<file path="src/rtl/cic3_pkg.sv">
package cic3_pkg;

    typedef enum logic [1:0] {
        ST_FLUSH = 2'd0,
        ST_FILL  = 2'd1,
        ST_RUN   = 2'd2
    } cic_state_t;

    // log2 of the frame length for a given rate code
    function automatic int frame_log2(input logic [1:0] code, input int max_log2);
        return max_log2 - int'(code);
    endfunction

endpackage

</file>
<file path="src/rtl/cic3_ctrl.sv">
module cic3_ctrl
    import cic3_pkg::*;
#(
    parameter int MAX_LOG2N = 8,
    parameter int DROP_CNT  = 3
) (
    input  logic             clk,
    input  logic             rst_n,
    input  logic             bit_en,
    input  logic [1:0]       rate_code,
    output logic [1:0]       act_code,
    output logic             clr,
    output logic             adv,
    output logic             dec,
    output logic             valid_o,
    output cic_state_t       state_o
);
    localparam int DROP_W = $clog2(DROP_CNT + 1);

    cic_state_t             state_q, state_nxt;
    logic [1:0]             act_q;
    logic [MAX_LOG2N-1:0]   cnt_q;
    logic [MAX_LOG2N-1:0]   lim;
    logic [DROP_W-1:0]      drop_q;
    logic                   rate_chg;
    logic                   valid_q;

    assign rate_chg = (rate_code != act_q) && (state_q != ST_FLUSH);
    assign clr      = rate_chg || (state_q == ST_FLUSH);
    assign adv      = bit_en && !clr;
    assign lim      = {MAX_LOG2N{1'b1}} >> act_q;
    assign dec      = adv && (cnt_q == lim);

    always_comb begin
        state_nxt = state_q;
        unique case (state_q)
            ST_FLUSH: state_nxt = ST_FILL;
            ST_FILL: begin
                if (rate_chg)
                    state_nxt = ST_FLUSH;
                else if (dec && (drop_q == DROP_W'(DROP_CNT - 1)))
                    state_nxt = ST_RUN;
            end
            ST_RUN: begin
                if (rate_chg)
                    state_nxt = ST_FLUSH;
            end
            default: state_nxt = ST_FLUSH;
        endcase
    end

    // state register
    always_ff @(posedge clk or negedge rst_n) begin
        if (!rst_n)
            state_q <= ST_FILL;
        else
            state_q <= state_nxt;
    end

    // frame and discard bookkeeping
    always_ff @(posedge clk or negedge rst_n) begin
        if (!rst_n) begin
            act_q  <= '0;
            cnt_q  <= '0;
            drop_q <= '0;
        end else if (clr) begin
            act_q  <= rate_code;
            cnt_q  <= '0;
            drop_q <= '0;
        end else begin
            if (adv)
                cnt_q <= dec ? '0 : cnt_q + 1'b1;
            if (dec && (state_q == ST_FILL))
                drop_q <= drop_q + 1'b1;
        end
    end

    // output strobe
    always_ff @(posedge clk or negedge rst_n) begin
        if (!rst_n)
            valid_q <= 1'b0;
        else
            valid_q <= dec && (state_q == ST_RUN);
    end

    assign act_code = act_q;
    assign valid_o  = valid_q;
    assign state_o  = state_q;


    cnt_bound_chk: assert property (@(posedge clk) disable iff (!rst_n)
        cnt_q <= lim);


    valid_pulse_chk: assert property (@(posedge clk) disable iff (!rst_n)
        valid_q |=> !valid_q);


    valid_needs_bit_chk: assert property (@(posedge clk) disable iff (!rst_n)
        valid_q |-> $past(bit_en));


    flush_cnt_chk: assert property (@(posedge clk) disable iff (!rst_n)
        rate_chg |=> (cnt_q == '0) && (state_q == ST_FLUSH));

endmodule

</file>
<file path="src/rtl/cic3_integ.sv">
module cic3_integ #(
    parameter int W     = 26,
    parameter int ORDER = 3
) (
    input  logic         clk,
    input  logic         rst_n,
    input  logic         clr,
    input  logic         adv,
    input  logic         bit_in,
    output logic [W-1:0] sum_nxt,
    output logic [W-1:0] tail_q
);
    logic [W-1:0] acc_q [ORDER];
    logic [W-1:0] feed  [ORDER+1];

    // +1 for a one, -1 (all ones) for a zero
    assign feed[0] = bit_in ? W'(1) : {W{1'b1}};

    for (genvar g = 0; g < ORDER; g++) begin : g_stage
        assign feed[g+1] = acc_q[g] + feed[g];
        always_ff @(posedge clk or negedge rst_n) begin
            if (!rst_n)
                acc_q[g] <= '0;
            else if (clr)
                acc_q[g] <= '0;
            else if (adv)
                acc_q[g] <= feed[g+1];
        end
    end

    assign sum_nxt = feed[ORDER];
    assign tail_q  = acc_q[ORDER-1];


    flush_clear_chk: assert property (@(posedge clk) disable iff (!rst_n)
        clr |=> (acc_q[0] == '0) && (acc_q[ORDER-1] == '0));

endmodule

</file>
<file path="src/rtl/cic3_comb.sv">
module cic3_comb #(
    parameter int W     = 26,
    parameter int ORDER = 3
) (
    input  logic         clk,
    input  logic         rst_n,
    input  logic         clr,
    input  logic         dec,
    input  logic [W-1:0] din,
    output logic [W-1:0] res_q
);
    logic [W-1:0] dly_q [ORDER];
    logic [W-1:0] diff  [ORDER+1];

    assign diff[0] = din;

    for (genvar g = 0; g < ORDER; g++) begin : g_stage
        assign diff[g+1] = diff[g] - dly_q[g];
        always_ff @(posedge clk or negedge rst_n) begin
            if (!rst_n)
                dly_q[g] <= '0;
            else if (clr)
                dly_q[g] <= '0;
            else if (dec)
                dly_q[g] <= diff[g];
        end
    end

    always_ff @(posedge clk or negedge rst_n) begin
        if (!rst_n)
            res_q <= '0;
        else if (clr)
            res_q <= '0;
        else if (dec)
            res_q <= diff[ORDER];
    end

endmodule

</file>
<file path="src/rtl/cic3_scale.sv">
module cic3_scale
    import cic3_pkg::*;
#(
    parameter int W         = 26,
    parameter int OUT_W     = 15,
    parameter int ORDER     = 3,
    parameter int MAX_LOG2N = 8
) (
    input  logic [W-1:0]     res,
    input  logic [1:0]       code,
    output logic [OUT_W-1:0] sample
);
    localparam logic signed [W-1:0] MAX_POS = W'((1 << (OUT_W - 1)) - 1);
    localparam logic signed [W-1:0] MIN_NEG = -W'(1 << (OUT_W - 1));

    int                  sh;
    logic signed [W-1:0] shifted;

    always_comb begin
        sh = ORDER * frame_log2(code, MAX_LOG2N) - (OUT_W - 1);
        if (sh < 0)
            sh = 0;
        shifted = $signed(res) >>> sh;
        if (shifted > MAX_POS)
            sample = MAX_POS[OUT_W-1:0];
        else if (shifted < MIN_NEG)
            sample = MIN_NEG[OUT_W-1:0];
        else
            sample = shifted[OUT_W-1:0];
    end

endmodule

</file>
<file path="src/rtl/cic3_decimator.sv">
module cic3_decimator
    import cic3_pkg::*;
#(
    parameter int MAX_LOG2N = 8,
    parameter int ORDER     = 3,
    parameter int OUT_W     = 15,
    parameter int DROP_CNT  = 3
) (
    input  logic             clk,
    input  logic             rst_n,
    input  logic [1:0]       rate_code,
    input  logic             bit_en,
    input  logic             bit_in,
    output logic [OUT_W-1:0] sample_out,
    output logic             sample_valid
);
    localparam int ACC_W = ORDER * MAX_LOG2N + 2;

    logic             clr, adv, dec;
    logic [1:0]       act_code;
    cic_state_t       state;
    logic [ACC_W-1:0] sum_nxt, tail_q, res_q;
    logic signed [ACC_W:0] full_scale;

    cic3_ctrl #(.MAX_LOG2N(MAX_LOG2N), .DROP_CNT(DROP_CNT)) ctrl_i (
        .clk(clk), .rst_n(rst_n), .bit_en(bit_en), .rate_code(rate_code),
        .act_code(act_code), .clr(clr), .adv(adv), .dec(dec),
        .valid_o(sample_valid), .state_o(state)
    );

    cic3_integ #(.W(ACC_W), .ORDER(ORDER)) integ_i (
        .clk(clk), .rst_n(rst_n), .clr(clr), .adv(adv), .bit_in(bit_in),
        .sum_nxt(sum_nxt), .tail_q(tail_q)
    );

    cic3_comb #(.W(ACC_W), .ORDER(ORDER)) comb_i (
        .clk(clk), .rst_n(rst_n), .clr(clr), .dec(dec), .din(sum_nxt),
        .res_q(res_q)
    );

    cic3_scale #(.W(ACC_W), .OUT_W(OUT_W), .ORDER(ORDER), .MAX_LOG2N(MAX_LOG2N)) scale_i (
        .res(res_q), .code(act_code), .sample(sample_out)
    );

    assign full_scale = (ACC_W+1)'(1) << (ORDER * frame_log2(act_code, MAX_LOG2N));


    no_overflow_chk: assert property (@(posedge clk) disable iff (!rst_n)
        sample_valid |-> ($signed({res_q[ACC_W-1], res_q}) <= full_scale) &&
                         ($signed({res_q[ACC_W-1], res_q}) >= -full_scale));


    valid_only_run_chk: assert property (@(posedge clk) disable iff (!rst_n)
        sample_valid |-> $past(state == ST_RUN));


    flush_quiet_chk: assert property (@(posedge clk) disable iff (!rst_n)
        (state == ST_FLUSH) |=> !sample_valid && (tail_q == '0));

endmodule

</file>
<file path="config.mk">
export PLATFORM = sky130hd
export DESIGN_NAME = cic3_decimator
export DESIGN_NICKNAME = d
export VERILOG_FILES = /design/src/rtl/cic3_pkg.sv /design/src/rtl/cic3_ctrl.sv /design/src/rtl/cic3_integ.sv /design/src/rtl/cic3_comb.sv /design/src/rtl/cic3_scale.sv /design/src/rtl/cic3_decimator.sv
export SDC_FILE = /design/constraint.sdc
export NUM_CORES = 1
export LEC_CHECK = 0
export BUFFER_PORTS_ARGS = -buffer_cell sky130_fd_sc_hd__buf_2
export CORE_MARGIN = 2
export CORE_UTILIZATION = 60
export DETAILED_ROUTE_END_ITERATION = 7
export PLACE_DENSITY_LB_ADDON = 0.1
export SYNTH_ARGS = -nofsm -noshare
export SYNTH_HDL_FRONTEND = slang
export SYNTH_SLANG_ARGS = --single-unit
export TNS_END_PERCENT = 10
</file>
<file path="constraint.sdc">
create_clock -name clk -period 13.5 [get_ports clk]
set_input_delay 2.7 -clock clk [delete_from_list [all_inputs] [get_ports clk]]
set_output_delay 2.7 -clock clk [all_outputs]
set_load 0.1 [all_outputs]
</file>
==> results of run 1 <==
[critical path: cells and delay by family]
| kind | cells | cell delay, ps |
|---|---|---|
| xor gates and xnor gates | 7 | 1140 |
| and+or+nand+nor | 11 | 1940 |
| buffers and inverters | 2 | 240 |
| AOI/OAI and AO/OA | 21 | 4280 |
| adders and majority gates | 6 | 2080 |
[registers in the layout, summed over array words and instances, names as in the netlist]
register         flops
ctrl_i.cnt_q         8
ctrl_i.valid_o       1
integ_i.acc_q       52
ctrl_i.drop_q        2
comb_i.res_q        26
ctrl_i.state_o       2
ctrl_i.act_code      2
integ_i.tail_q      26
comb_i.dly_q        78
[cells by family after synthesis]
family / Yosys count
fa+ha+maj: 168
compound gates: 540
buf+inv: 213
simple gates: 586
xor+xnor: 143
mux: 117
flops: 197
[worst max-delay path by stage]
stage | endpoint | from | slack, ps | depth (start not counted)
2_1_floorplan | comb_i.res_q[25] | bit_in | 2370 | 46
3_3_place_gp | comb_i.res_q[25] | bit_in | 1350 | 44
3_5_place_dp | comb_i.res_q[25] | bit_in | 1140 | 47
4_1_cts | comb_i.res_q[25] | bit_in | 1590 | 47
5_1_grt | comb_i.res_q[25] | bit_in | 760 | 44
6_report | comb_i.res_q[25] | bit_in | 1440 | 47
[power breakdown]
| group | switching, mW | leakage [nW] | total (mW) | internal, mW |
|---|---|---|---|---|
| Sequential | 0.0122 | 2.73 | 0.618 | 0.606 |
| Combinational | 1.81 | 5.06 | 3.10 | 1.29 |
| Clock | 0.236 | 0.267 | 0.491 | 0.255 |
| Total | 2.06 | 8.06 | 4.21 | 2.15 |
[placed cells by master, fill, tap and decap left out, types with 7 or more instances in the layout]
master	instances
nor2b_1	24
nand4_1	12
mux2_2	8
a21oi_1	120
xor2_1	41
inv_1	128
buf_2	19
buf_4	15
o21ai_0	126
o21a_1	19
nor2_1	195
mux2i_1	109
clkbuf_16	17
a31o_2	18
a211oi_1	20
or3_1	12
o31ai_1	71
nand3_1	63
a31oi_1	17
nor3_1	21
o21ai_1	7
dfrtp_1	196
nand2b_1	17
a21boi_0	9
xnor2_1	97
ha_1	162
and3_1	10
o21bai_1	16
nand2_1	193
a21o_1	58
a211o_1	8
[area by class of cell]
type	count	area (µm²)
clock buffers	21	470
flip-flops and latches	197	4930
inverters	128	480
fillers	2311	9540
well taps	341	427
repair buffers	35	221
multi-input cells	1554	10800
clock inverters	11	92.6
[through the flow]
stage	cell area, µm²	util, %	setup WS [ps]	hold slack, ps	instances
final	17400	64.6	1440	508	2287
after global routing	17400	64.6	763	546	2287
after CTS	17400	64.6	1590	511	2287
after detailed placement	16800	62.5	1140	496	2255
after global placement	16800	62.5	1350	485	2255
after floorplan	16500	-	2370	465	1964
[metal layers]
metal  track usage (%)  vias up  routed length (µm)
met4              8.06        0                 805
met3              2.65       55                 710
li1                  -     6878                   -
met1              30.3     6417               16100
met5                 0        -                   0
met2              47.8      209               17700
==> out/qor.csv, run 1 <==
metric;value;unit
outcome;complete, no violations;
synthesized flop and latch total;197;
most common cell in the netlist;nor2_1;
Synth cell types;75;
area leader, netlist;dfrtp_1;
CTS Buf Count;17;
Area growth syn-to-layout;5.51;%
die area;28800;µm²
RSZ-0062 raised after global routing;false;
fmax;0.0829;GHz
global-route wire length before repair;61.1;mm
type of the worst min-delay path;register to register;
via count of the routed design;13600;
synthesized area per cell;8.40;µm²
Synth top cells by count;nor2_1, dfrtp_1, nand2_1, ha_1, inv_1;
Yosys warnings;0;
Post-DRT Antenna Nets;0;
cts repair resizes;0;
Core Area;27000;µm²
crit share post-route;89.4;%
Top FF cell, synth;dfrtp_1;
setup TNS;0;ps
DP HPWL;25.8;mm
r2r endpoint;comb_i.res_q[25];
largest net degree at the start of global routing;86;
Crit Reg-Reg Startpoint;integ_i.acc_q[52];
Crit Path Max Fanout;10;
Vert. Die Dim;170;µm
Adder-Cell Fraction of Synth Area;13.0;%
Syn Nets;2138;
CTS Sinks;197;
drt pass-1 iters;6;
initial DRC count;739;
clock tree root buffer cell;clkbuf_16;
post-synthesis mux area share;7.16;%
pwr/cell area;242;nW/µm²
WS Path Type;primary input to register;
CP most frequent cell;xnor2_1;
Die X;170;µm
hold worst-path end;comb_i.dly_q[68];
Congestion Overflow GR;0;
min Tclk post-route;12060;ps
Worst-path clk slew;70;ps
Slowest cell on crit path;fa_1;
Via density;5.93;
Post-Synth XOR/XNOR Area;7.87;%
post-CTS setup buffer count;0;
CTS max path bufs;2;
reg2reg setup slack;3560;ps
Crit. End Element;register;
compound-cell area share of the yosys netlist;21.3;%
Final Routed Wirelength;35.3;mm
Fin. Hold Viols;0;
Worst slew margin;26.2;%
antenna violations before repair;0;
main combinational cell family by area after synthesis;compound AO/OA/AOI/OAI gates;
EDFF count, synth;0;
max-capacitance violation count;0;
H-tree Lvls;4;
Synth top area share;29.7;%
Power, Total;4.21;mW
FFs w/ async S/R, synth;100;%
DR WL/cell;15.4;µm
Slew @ Worst Pin;1100;ps
Mapped Cells;1964;
I/O pin total;22;
Synth Area in Simple Gates;15.9;%
CTS Hold Buffers Added;0;
FP Rows;60;
worst skew pair latency;440;ps
DRC violations left;0;
Worst Hold Depth;2;
Crit path largest cell delay;510;ps
CTS tree;yes;
Port Buffers;21;
vias in the first global route;13500;
VDD IR-drop max;173;µV
# nets final;2107;
share of layout cells above drive strength 1;6.22;%
Final Max Tran Viols;0;
LEAKAGE;8.06;nW
diode count;0;
Tot GR Track Use;25.4;%
Starting Density;61.2;%
final setup fails;0;
Worst Clk Skew;12.9;ps
sequential element share of the synthesized area;29.9;%
gp weighted congestion;0.940;
Syn Std Cell Area;16500;µm²
startpoint class of the critical path;primary input;
Hold Crit Start;comb_i.dly_q[68];
Area contributors post-synth;dfrtp_1, ha_1, mux2i_1;
required time of the critical path;13820;ps
crit path DAT;12380;ps
FF-to-FF path depth;45;
Note: power is estimated with default switching activity, not from simulation.
==> run 2, diff against run 1 <==
CTS_BUF_LIST = sky130_fd_sc_hd__clkbuf_2 sky130_fd_sc_hd__clkbuf_4 sky130_fd_sc_hd__clkbuf_8   (was unset)
==> out/qor.csv, run 2 (synthesis gave the netlist of run 1 again) <==
metric;value;unit
Final Max Tran Viols;0;
FP Rows;60;
CTS max path bufs;2;
DRC violations left;0;
max-capacitance violation count;0;
global-route wire length before repair;60.4;mm
I/O pin total;22;
Crit. End Element;register;
clock tree root buffer cell;clkbuf_8;
H-tree Lvls;4;
startpoint class of the critical path;primary input;
crit path DAT;12340;ps
fmax;0.0835;GHz
CTS tree;yes;
largest net degree at the start of global routing;86;
Starting Density;61.2;%
Slowest cell on crit path;fa_1;
# nets final;2107;
RSZ-0062 raised after global routing;false;
most frequent cells in the layout;dfrtp_1, nor2_1, nand2_1;
Worst Clk Skew;18.5;ps
hold slack;514;ps
Crit path largest cell delay;510;ps
Fin. Hold Viols;0;
Core Area;27000;µm²
Worst-path clk slew;110;ps
antenna violations before repair;0;
Largest Register;comb_i.dly_q;
type of the worst min-delay path;register to register;
CTS Hold Buffers Added;0;
Area growth syn-to-layout;4.37;%
Tot GR Track Use;25.1;%
Via density;5.90;
CP most frequent cell;xnor2_1;
final setup fails;0;
min Tclk post-route;11970;ps
CTS Buf Count;17;
Slew @ Worst Pin;1100;ps
Worst slew margin;26.3;%
required time of the critical path;13860;ps
die area;28800;µm²
outcome;complete, no violations;
Post-DRT Antenna Nets;0;
gp weighted congestion;0.940;
diode count;0;
Final Util;63.9;%
initial DRC count;762;
CTS Sinks;197;
LEAKAGE;7.98;nW
setup TNS;0;ps
drt pass-1 iters;5;
share of layout cells above drive strength 1;6.27;%
Largest regs;comb_i.dly_q x78, integ_i.acc_q x52;
VDD IR-drop max;170;µV
Vert. Die Dim;170;µm
vias in the first global route;13500;
via count of the routed design;13500;
DR WL/cell;15.3;µm
number of flip-flops in the largest register;78;
post-CTS setup buffer count;0;
crit share post-route;88.7;%
Congestion Overflow GR;0;
worst skew pair latency;470;ps
commonest non-fill, non-tap cell in the layout;dfrtp_1;
pwr/cell area;237;nW/µm²
Port Buffers;21;
cts repair resizes;0;
WS Path Type;primary input to register;
Final Routed Wirelength;35.0;mm
Crit Path Max Fanout;10;
DP HPWL;25.8;mm
Die X;170;µm
run 2: cell types whose count changed in the layout (fill, tap and decap cells not counted):
cell / previous run / this run
clkbuf_16: 17 / 0
clkbuf_8: 4 / 21
clkbuf_4: 0 / 1
clkbuf_1: 1 / 0
run 2: final cells by class:
class                           count  area, µm²
Multi-Input combinational cell   1554      10800
Clock buffer                       21        283
Clock inverter                     11       92.6
Inverter                          128        480
Fill cell                        2339       9730
Tap cell                          341        427
Sequential cell                   197       4930
Timing Repair Buffer               35        221
run 2: critical path, delay by kind of cell:
| kind | cells | cell delay, ps |
|---|---|---|
| compound gates | 21 | 4240 |
| fa+ha+maj | 6 | 2060 |
| simple gates | 11 | 1940 |
| xor+xnor | 7 | 1130 |
| buf+inv | 2 | 240 |
run 2: path summary, 6_finish.rpt:
check | from | endpoint | slack, ps | cells past startpoint
setup / recovery | bit_in | comb_i.res_q[25] | 1530 | 47
hold / removal | comb_i.dly_q[68] | comb_i.dly_q[68] | 510 | 2
setup reg to reg | integ_i.acc_q[52] | comb_i.res_q[25] | 3610 | 45
hold reg to reg | comb_i.dly_q[68] | comb_i.dly_q[68] | 510 | 2
max in group asynchronous | rst_n | integ_i.acc_q[39] | 9940 | 2
min in group asynchronous | rst_n | comb_i.dly_q[1] | 2190 | 1
run 2: metal layers:
metal	routed length, µm	track usage, %	share of wire (%)
met1	15900	29.7	45
met2	17500	47.2	50
met3	684	2.53	2.0
met4	862	8.51	2.5
met5	0	0	0
run 2: power breakdown:
| group | total [mW] | switching [mW] | leakage (nW) | internal (mW) |
|---|---|---|---|---|
| registers | 0.618 | 0.0121 | 2.73 | 0.606 |
| logic | 3.09 | 1.80 | 5.06 | 1.29 |
| clock network | 0.367 | 0.219 | 0.183 | 0.149 |
| total | 4.08 | 2.03 | 7.98 | 2.04 |
run 2: per-stage QoR:
| step | power (mW) | cell area [µm²] | setup slack (ps) | cells |
|---|---|---|---|---|
| 2_1_floorplan | 3.13 | 16500 | 2370 | 1964 |
| 3_3_place_gp | 3.62 | 16800 | 1350 | 2255 |
| 3_5_place_dp | 3.70 | 16800 | 1140 | 2255 |
| 4_1_cts | 4.07 | 17200 | 1670 | 2287 |
| 5_1_grt | 4.49 | 17200 | 822 | 2287 |
| 6_report | 4.08 | 17200 | 1530 | 2287 |
==> run 3, diff against run 2 <==
clock period = 13.8 ns   (was 13.5 ns; I/O delays follow)
==> out/qor.csv, run 3 (synthesis gave the netlist of run 1 again) <==
metric;value;unit
outcome;complete, no violations;
CTS max path bufs;2;
cts repair resizes;0;
die area;28800;µm²
Slowest cell on crit path;a2111oi_0;
crit path DAT;12580;ps
initial DRC count;697;
Post-DRT Antenna Nets;0;
Fin. Hold Viols;0;
clock tree root buffer cell;clkbuf_8;
Sw Ratio;49.7;%
design area;17200;µm²
hold worst-path end;comb_i.dly_q[52];
Final Max Tran Viols;0;
startpoint class of the critical path;primary input;
CTS tree;yes;
Congestion Overflow GR;0;
Hold Crit Start;comb_i.dly_q[52];
r2r endpoint;comb_i.res_q[25];
# nets final;2108;
Crit Reg-Reg Startpoint;integ_i.acc_q[52];
Crit. End Element;register;
global-route wire length before repair;60.4;mm
via count of the routed design;13500;
post-CTS setup buffer count;0;
CTS Buf Count;17;
Largest Register;comb_i.dly_q;
Crit Path Max Fanout;26;
CTS Hold Buffers Added;0;
Tot GR Track Use;25.1;%
Starting Density;61.2;%
Core Area;27000;µm²
clock power share;9.2;%
I/O pin total;22;
fmax;0.0819;GHz
pre-CTS setup slack;1290;ps
most frequent cells in the layout;dfrtp_1, nor2_1, nand2_1;
drt pass-1 iters;5;
Slew @ Worst Pin;1150;ps
Area growth syn-to-layout;4.44;%
reg2reg setup slack;3810;ps
final setup margin;1590;ps
Largest regs;comb_i.dly_q x78, integ_i.acc_q x52;
largest net degree at the start of global routing;89;
DR WL/cell;15.3;µm
type of the worst min-delay path;register to register;
commonest non-fill, non-tap cell in the layout;dfrtp_1;
RSZ-0062 raised after global routing;false;
pwr/cell area;231;nW/µm²
Combinational Power Share;75.6;%
final setup fails;0;
Reg power frac;15.2;%
DRC violations left;0;
Worst-path clk slew;110;ps
Worst slew margin;23.0;%
Crit path largest cell delay;730;ps
Die X;170;µm
CP most frequent cell;a21oi_1;
Worst Hold Depth;2;
antenna violations before repair;0;
required time of the critical path;14170;ps
number of flip-flops in the largest register;78;
Area after DPL;16900;µm²
worst skew pair latency;480;ps
share of layout cells above drive strength 1;6.32;%
diode count;0;
P_sw;1.98;mW
CTS Sinks;197;
gp weighted congestion;0.909;
setup TNS;0;ps
Non-Filler Instances;2288;
crit share post-route;88.4;%
FF-to-FF path depth;42;
Worst Clk Skew;19.6;ps
WS Path Type;primary input to register;
FP Rows;60;
Final Routed Wirelength;34.9;mm
Port Buffers;21;
Vert. Die Dim;170;µm
LEAKAGE;7.99;nW
Via density;5.90;
min Tclk post-route;12210;ps
Int Pwr;2.00;mW
VDD IR-drop max;155;µV
dpl cells;2256;
H-tree Lvls;4;
max-capacitance violation count;0;
vias in the first global route;13000;
DP HPWL;25.5;mm
run 3: changes by cell type in the layout (fill, tap and decap cells not counted), sizes merged:
cell      change
buf           +1
clkinvlp      -1
clkbuf        -1
clkinv        +1
bufinv        +1
run 3: power groups by stage:
stage	registers (mW)	logic [mW]	clock network (mW)
floorplan	0.613	2.45	0
detailed placement	0.616	2.98	0
CTS	0.605	2.99	0.381
global route	0.607	3.40	0.407
finish	0.605	3.01	0.367
global placement	0.616	2.93	0
run 3: cell type report:
class | count | area [µm²]
fillers | 2301 | 9720
flip-flops and latches | 197 | 4930
clock inverters | 12 | 121
inverters | 128 | 480
clock buffers | 20 | 256
repair buffers | 36 | 229
multi-input cells | 1554 | 10800
well taps | 341 | 427
run 3: worst max-delay path, delay by kind of cell:
| family | cells | cell delay [ps] |
|---|---|---|
| and+or+nand+nor | 8 | 1070 |
| buffers and inverters | 3 | 350 |
| xor gates and xnor gates | 7 | 1440 |
| adders and majority gates | 6 | 2090 |
| AOI/OAI and AO/OA | 21 | 4860 |
run 3: layer usage:
layer / global-route usage [%] / wire (µm) / up-vias
met2: 45.4 / 17400 / 214
li1: - / - / 6878
met5: 0 / 0 / -
met4: 8.88 / 898 / 0
met3: 2.67 / 851 / 54
met1: 31.2 / 15800 / 6361
run 3: how the worst max path moves through the flow:
stage          cells past startpoint          endpoint   start  slack, ps
3_5_place_dp                      45  comb_i.res_q[25]  bit_in       1290
6_report                          45  comb_i.res_q[25]  bit_in       1590
4_1_cts                           45  comb_i.res_q[25]  bit_in       1720
2_1_floorplan                     46  comb_i.res_q[25]  bit_in       2610
3_3_place_gp                      45  comb_i.res_q[25]  bit_in       1530
5_1_grt                           45  comb_i.res_q[25]  bit_in       1020
run 3: per-stage QoR:
stage / total power, mW / utilization, % / hold slack [ps]
floorplan: 3.06 / - / 465
global placement: 3.54 / 62.5 / 482
detailed placement: 3.60 / 62.5 / 500
CTS: 3.98 / 63.9 / 523
global route: 4.41 / 63.9 / 552
finish: 3.98 / 63.9 / 519
